[config.mk]
export PLATFORM = sky130hd
export DESIGN_NAME = alu_fwd_unit
export DESIGN_NICKNAME = d
export VERILOG_FILES = /design/src/rtl/fwd_pkg.sv /design/src/rtl/fwd_select.sv /design/src/rtl/fwd_operand_mux.sv /design/src/rtl/rf_bypass.sv /design/src/rtl/alu_fwd_unit.sv
export SDC_FILE = /design/constraint.sdc
export NUM_CORES = 1
export LEC_CHECK = 0
export ABC_AREA = 1
export ABC_CLOCK_PERIOD_IN_PS = 2000
export BUFFER_PORTS_ARGS = -buffer_cell sky130_fd_sc_hd__clkbuf_2
export CORE_AREA = 2 2 137 139
export DETAILED_ROUTE_END_ITERATION = 10
export DIE_AREA = 0 0 139 141
export SYNTH_ARGS = -nofsm -noshare
export SYNTH_HDL_FRONTEND = slang
export SYNTH_SLANG_ARGS = --single-unit
[constraint.sdc]
create_clock -name vclk -period 2
set_clock_uncertainty 0.2 [all_clocks]
set_input_delay 0.3 -clock vclk [all_inputs]
set_output_delay 0.3 -clock vclk [all_outputs]
set_load 0.1 [all_outputs]
[src/rtl/fwd_pkg.sv]
package fwd_pkg;
  typedef enum logic [1:0] {
    FWD_RF = 2'b00,
    FWD_WB = 2'b01,
    FWD_EX = 2'b10
  } fwd_sel_e;
endpackage

[src/rtl/fwd_select.sv]
module fwd_select
  import fwd_pkg::*;
#(
  parameter int ADDR_W = 5
) (
  input  logic [ADDR_W-1:0] src_i,
  input  logic [ADDR_W-1:0] mem_rd_i,
  input  logic              mem_we_i,
  input  logic [ADDR_W-1:0] wb_rd_i,
  input  logic              wb_we_i,
  output fwd_sel_e          sel_o
);
  logic mem_hit, wb_hit;

  assign mem_hit = mem_we_i && (mem_rd_i != '0) && (mem_rd_i == src_i);
  assign wb_hit  = wb_we_i  && (wb_rd_i  != '0) && (wb_rd_i  == src_i);

  // nearer stage holds the newer value
  always_comb begin
    if (mem_hit)     sel_o = FWD_EX;
    else if (wb_hit) sel_o = FWD_WB;
    else             sel_o = FWD_RF;
  end

  always_comb begin
    p_sel_legal_r10: assert ($onehot0(sel_o))
      else $error("select code 2'b11 produced");
  end
endmodule

[src/rtl/fwd_operand_mux.sv]
module fwd_operand_mux
  import fwd_pkg::*;
#(
  parameter int DATA_W = 32
) (
  input  fwd_sel_e          sel_i,
  input  logic [DATA_W-1:0] rf_val_i,
  input  logic [DATA_W-1:0] mem_val_i,
  input  logic [DATA_W-1:0] wb_val_i,
  output logic [DATA_W-1:0] opnd_o
);
  always_comb begin
    unique case (sel_i)
      FWD_EX:  opnd_o = mem_val_i;
      FWD_WB:  opnd_o = wb_val_i;
      default: opnd_o = rf_val_i;
    endcase
  end
endmodule

[src/rtl/rf_bypass.sv]
module rf_bypass #(
  parameter int ADDR_W = 5,
  parameter int DATA_W = 32
) (
  input  logic [ADDR_W-1:0] rd_addr_i,
  input  logic [DATA_W-1:0] raw_i,
  input  logic [ADDR_W-1:0] wb_rd_i,
  input  logic              wb_we_i,
  input  logic [DATA_W-1:0] wb_val_i,
  output logic [DATA_W-1:0] val_o
);
  logic hit;

  assign hit   = wb_we_i && (wb_rd_i != '0) && (wb_rd_i == rd_addr_i);
  assign val_o = hit ? wb_val_i : raw_i;

  always_comb begin
    p_zero_raw_r9: assert (rd_addr_i != '0 || val_o == raw_i)
      else $error("register 0 read was bypassed");
  end
endmodule

[src/rtl/alu_fwd_unit.sv]
module alu_fwd_unit
  import fwd_pkg::*;
#(
  parameter int ADDR_W = 5,
  parameter int DATA_W = 32
) (
  input  logic [ADDR_W-1:0] ex_rs_i,
  input  logic [ADDR_W-1:0] ex_rt_i,
  input  logic [DATA_W-1:0] ex_rs_val_i,
  input  logic [DATA_W-1:0] ex_rt_val_i,
  input  logic [ADDR_W-1:0] mem_rd_i,
  input  logic              mem_we_i,
  input  logic [DATA_W-1:0] mem_result_i,
  input  logic [ADDR_W-1:0] wb_rd_i,
  input  logic              wb_we_i,
  input  logic [DATA_W-1:0] wb_result_i,
  output logic [1:0]        sel_a_o,
  output logic [1:0]        sel_b_o,
  output logic [DATA_W-1:0] opnd_a_o,
  output logic [DATA_W-1:0] opnd_b_o,
  input  logic [ADDR_W-1:0] dec_rs_i,
  input  logic [ADDR_W-1:0] dec_rt_i,
  input  logic [DATA_W-1:0] dec_rs_raw_i,
  input  logic [DATA_W-1:0] dec_rt_raw_i,
  output logic [DATA_W-1:0] dec_rs_val_o,
  output logic [DATA_W-1:0] dec_rt_val_o
);
  localparam int NUM_OPND = 2;
  localparam int NUM_RD   = 2;

  logic [ADDR_W-1:0] src     [NUM_OPND];
  logic [DATA_W-1:0] rf_val  [NUM_OPND];
  fwd_sel_e          sel     [NUM_OPND];
  logic [DATA_W-1:0] opnd    [NUM_OPND];

  logic [ADDR_W-1:0] rd_addr [NUM_RD];
  logic [DATA_W-1:0] rd_raw  [NUM_RD];
  logic [DATA_W-1:0] rd_val  [NUM_RD];

  assign src[0]     = ex_rs_i;
  assign src[1]     = ex_rt_i;
  assign rf_val[0]  = ex_rs_val_i;
  assign rf_val[1]  = ex_rt_val_i;
  assign sel_a_o    = sel[0];
  assign sel_b_o    = sel[1];
  assign opnd_a_o   = opnd[0];
  assign opnd_b_o   = opnd[1];

  assign rd_addr[0]   = dec_rs_i;
  assign rd_addr[1]   = dec_rt_i;
  assign rd_raw[0]    = dec_rs_raw_i;
  assign rd_raw[1]    = dec_rt_raw_i;
  assign dec_rs_val_o = rd_val[0];
  assign dec_rt_val_o = rd_val[1];

  for (genvar i = 0; i < NUM_OPND; i++) begin : g_opnd
    fwd_select #(.ADDR_W(ADDR_W)) u_sel (
      .src_i    (src[i]),
      .mem_rd_i (mem_rd_i),
      .mem_we_i (mem_we_i),
      .wb_rd_i  (wb_rd_i),
      .wb_we_i  (wb_we_i),
      .sel_o    (sel[i])
    );

    fwd_operand_mux #(.DATA_W(DATA_W)) u_mux (
      .sel_i     (sel[i]),
      .rf_val_i  (rf_val[i]),
      .mem_val_i (mem_result_i),
      .wb_val_i  (wb_result_i),
      .opnd_o    (opnd[i])
    );

    always_comb begin
      p_ex_value_r1: assert (sel[i] != FWD_EX || opnd[i] == mem_result_i)
        else $error("memory-stage select without its value");
      p_wb_value_r2: assert (sel[i] != FWD_WB || opnd[i] == wb_result_i)
        else $error("write-back select without its value");
      p_idle_rf_r5: assert (mem_we_i || wb_we_i || sel[i] == FWD_RF)
        else $error("forwarding with both enables low");
      p_src_zero_r6: assert (src[i] != '0 || sel[i] == FWD_RF)
        else $error("register 0 forwarded");
    end
  end

  for (genvar j = 0; j < NUM_RD; j++) begin : g_rd
    rf_bypass #(.ADDR_W(ADDR_W), .DATA_W(DATA_W)) u_byp (
      .rd_addr_i (rd_addr[j]),
      .raw_i     (rd_raw[j]),
      .wb_rd_i   (wb_rd_i),
      .wb_we_i   (wb_we_i),
      .wb_val_i  (wb_result_i),
      .val_o     (rd_val[j])
    );

    always_comb begin
      p_byp_off_r9: assert (wb_we_i || rd_val[j] == rd_raw[j])
        else $error("bypass active with write-back disabled");
    end
  end
endmodule

### Yosys cells after proc, flatten, opt, wreduce, memory -nomap -nowiden

Cells that the tools add are included.

* order comparisons: 0
* reduce and logical (&&, ||, !) cells: 10
* multipliers: 0
* equality and inequality tests: 10
* mux-type cells: 8
* bitwise gates (word level): 0
* shifts and indexed selects: 0
* divide/modulo/power cells: 0
* add/subtract/negate cells: 0

Operator list (number)
* case mux 32 bit (2 select lines): 2
* two-way mux 32 bit: 2
* == test 5 bit: 6
* nonzero test 5 bit: 2
* logical AND 1 bit: 8
* == test 2 x 1 -> 1 bit (second input constant): 2
* == test 2 bit (second input constant): 2
* two-way mux 2 bit: 2
* two-way mux 1 bit: 2

* memories kept: 0
* memory bits (writable): 0
* latch bits: 0
* output and inout port bits: 132
* ROM bits: 0
* flip-flop bits (word level): 0

### Longest topological paths before layout

* depth in word-level cells: 7
* gate-level depth with buffers: 10

### By module

Synthesis repeated with hierarchy kept, for this count alone.

* cell total of the unflattened synthesis: 796
* area total of the unflattened synthesis: 3528.4 um^2

Modules (own cells, without submodules)
* fwd_operand_mux: cells each 210, instances 2, area an instance 878.3 um^2
* rf_bypass: cells each 137, instances 2, area an instance 664.4 um^2
* fwd_select: cells each 51, instances 2, area an instance 221.5 um^2

### Worst setup path after synthesis

OpenSTA, ideal clock, no wires.

* path kind: input to output
* from: input wb_rd_i[1]
* to: output sel_a_o[0]
* data required time: 1.500 ns
* buffers on the path: 2
* slack: -0.884 ns
* stages: 8
* arrival time: 2.384 ns
* cells stage by stage: buf_2 > inv_2 > nand2_1 > nand2_1 > nor2_2 > nand4_2 > buf_2 > nor2_1

* cells in the longest elaborated chain, start to end: 5
* elaborated cells between the ends (all ways): 6

Ends and longest elaborated chain
* start, declared: line alu_fwd_unit.sv:14 `input logic [ADDR_W-1:0] wb_rd_i,`
* nonzero test 5 bit: line fwd_select.sv:16 `assign wb_hit = wb_we_i && (wb_rd_i != '0) && (wb_rd_i == src_i);`
* logical AND 1 bit: line fwd_select.sv:16
* logical AND 1 bit *: line fwd_select.sv:16
* two-way mux 1 bit *: line fwd_select.sv:21 `else if (wb_hit) sel_o = FWD_WB;`
* two-way mux 2 bit *: line fwd_select.sv:20 `if (mem_hit) sel_o = FWD_EX;`
* end, declared: line alu_fwd_unit.sv:17 `output logic [1:0] sel_a_o,`

Every way passes the cells marked *; elsewhere a longest branch is shown, timed or not.

### Worst setup path after layout

* from: input wb_rd_i[1]
* to: output dec_rs_val_o[16]

* cells in the longest elaborated chain, start to end: 4
* elaborated cells between the ends (all ways): 5

Ends and longest elaborated chain
* nonzero test 5 bit: line rf_bypass.sv:14 `assign hit = wb_we_i && (wb_rd_i != '0) && (wb_rd_i == rd_addr_i);`
* logical AND 1 bit: line rf_bypass.sv:14
* logical AND 1 bit *: line rf_bypass.sv:14
* two-way mux 32 bit *: line rf_bypass.sv:15 `assign val_o = hit ? wb_val_i : raw_i;`
* end, declared: line alu_fwd_unit.sv:25 `output logic [DATA_W-1:0] dec_rs_val_o,`

Marks and branches as above.

==> impl_metrics.env <==
export IMPL_run_status="complete, but fails checks"
export IMPL_violations="setup timing"
export IMPL_required_ps=1500
export IMPL_final_nets=1182
export IMPL_power_internal_w=0.00131
export IMPL_core_area_um2=18300
export IMPL_die_area_um2=19600
export IMPL_p_sw_w=0.00223
export IMPL_crit_fanout=9
export IMPL_synth_largest_area_cell="nand3_1"
export IMPL_grt_max_degree=33
export IMPL_cp_end_kind="output pin"
export IMPL_grt_first_pass_wirelength_um=31500
export IMPL_pre_cts_ws_ps=-301
export IMPL_rows=50
export IMPL_cp_arrival_ps=1680
export IMPL_ir_drop_uv=226
export IMPL_p_leak_nw=4.93
export IMPL_synth_top_area_share=0.301
export IMPL_initialDrtViolationCount=164
export IMPL_finalSetupViolations=131
export IMPL_drv_slew=0
export IMPL_worstSetupPathType="input pin to output pin"
export IMPL_drt_vias_per_instance=4.82
export IMPL_rsz0062_at_grt="yes"
export IMPL_combinationalPowerShare=1.000
export IMPL_ant_nets=0
export IMPL_seqCellArea_um2=0
export IMPL_swShare=0.631
export IMPL_grt_pass1_vias=5769
export IMPL_yosysSeqAreaShare=0
export IMPL_nFillCells=1448
export IMPL_worst_slack_ps=-183
export IMPL_synth_cells=574
export IMPL_pwr_share_seq=0
export IMPL_finalCriticalPeriod_ps=2180
export IMPL_design_area_um2=10800
export IMPL_hold_viol=0
export IMPL_die_h_um=141
export IMPL_clock_buffers=0
export IMPL_placed_area_um2=8970
export IMPL_initial_core_util=0.179
export IMPL_flops_and_latches=0
export IMPL_drive_above_1_share=0.833
export IMPL_tightestPinTransition_ps=296
export IMPL_synth_nets=798
export IMPL_vias=5739
export IMPL_pwr_density_cell_nw_per_um2=327
export IMPL_layout_common_cells="clkbuf_2 (206), buf_12 (169), nand3_4 (108), nand2_2 (84), nand2_1 (77)"
export IMPL_synth_area_per_cell_um2=5.68
export IMPL_place_congestion=0.832
export IMPL_p_clk_frac=0
export IMPL_relSlewSlack=0.802
export IMPL_gr_usage_all_layers=0.198
export IMPL_antenna_found_initial=0
export IMPL_final_common_cell="clkbuf_2"
export IMPL_drt_pass1_iter_count=5
export IMPL_timing_final_crit_share=1.09
export IMPL_portBuffers=356
export IMPL_post_drt_wl_per_cell_um=20.1
export IMPL_start_kind="input pin"
export IMPL_routed_wl_um=23900
export IMPL_die_x_um=139
export IMPL_worstHoldPathType="input pin to output pin"
export IMPL_ios=356
export IMPL_ys_warn_count=0
export IMPL_drc=0
export IMPL_antennaDiodeCount=0
export IMPL_yosysUniqueCellTypes=25
export IMPL_hpwl_um=16800
export IMPL_synthesis_area_um2=3260
export IMPL_fmax_mhz=458
export IMPL_grt_overflow_total=0
export IMPL_netlist_top_cells_area="nand3_1 (30%), o21ai_2 (17%), nand2_1 (13%)"
export IMPL_area_growth_pct=232
export IMPL_maxCapViolations=0
## critical path, stage by stage
cell and delay (ps):
clkbuf_16 140, xnor2_2 120, nand2_1 90, nor2_2 140, nand4_4 140, buf_12 200, buf_12 160, o21ai_4 170
buf_12 200
## worst paths after layout
kind,slack [ps],depth (start not counted),startpoint,to
setup / recovery,-180,9,wb_rd_i[1],dec_rs_val_o[16]
hold / removal,770,4,dec_rt_raw_i[19],dec_rt_val_o[19]
## power by group through the flow
stage	registers [W]	logic, W	clock network, W
after floorplan	0	0.00203	0
after detailed placement	0	0.00329	0
final	0	0.00354	0
after global routing	0	0.00365	0
after global placement	0	0.00327	0
after CTS	0	0.00337	0
## repair_timing
| action | in CTS | in global routing |
|---|---|---|
| endpoints found under the setup margin | 131 | 132 |
| pin swaps | 14 | 46 |
| gates cloned | 1 | 18 |
| gates resized for setup | 116 | 178 |
| hold buffers | 0 | 0 |
| setup buffers | 5 | 11 |
## final cells by class
type                            count  area, um^2  share of cell area
Timing Repair Buffer              432        5240               0.483
Tap cell                          234         293              0.0270
Inverter                           49         206              0.0191
Multi-Input combinational cell    475        5090               0.470
## Yosys cell counts (2+ instances only)
cell type,n
nand3_2,2
buf_6,16
nand2_1,111
inv_2,3
nor2_1,15
inv_1,43
nand4_4,2
nand3_1,196
nor2_2,2
xor2_1,8
buf_2,22
clkinv_1,2
clkbuf_1,4
o21ai_2,64
buf_4,8
nand2_2,56
xnor2_1,12
## stage by stage
step / utilization / TNS, ps / total power (W) / hold WS, ps / cells
global placement: 0.491 / -24510 / 0.00327 / 771 / 1157
global route: 0.593 / -24440 / 0.00365 / 786 / 1190
detailed placement: 0.491 / -27390 / 0.00329 / 775 / 1157
floorplan: - / -13810 / 0.00203 / 657 / 574
CTS: 0.526 / -14760 / 0.00337 / 775 / 1163
finish: 0.593 / -16280 / 0.00354 / 774 / 1190
## cells by family after synthesis
kind of cell,Yosys count,synth area share
AOI/OAI and AO/OA,64,0.172
xor gates and xnor gates,21,0.0587
buffers and inverters,99,0.169
and+or+nand+nor,390,0.600
## metal layers
metal  share of wire  global-route usage  vias up
met1            0.36               0.235     2720
met5               0                   0        -
met4           0.038              0.0399        0
li1                -                   -     2690
met2            0.54               0.380      267
met3           0.057              0.0255       62
(Power assumes the default switching activity.)
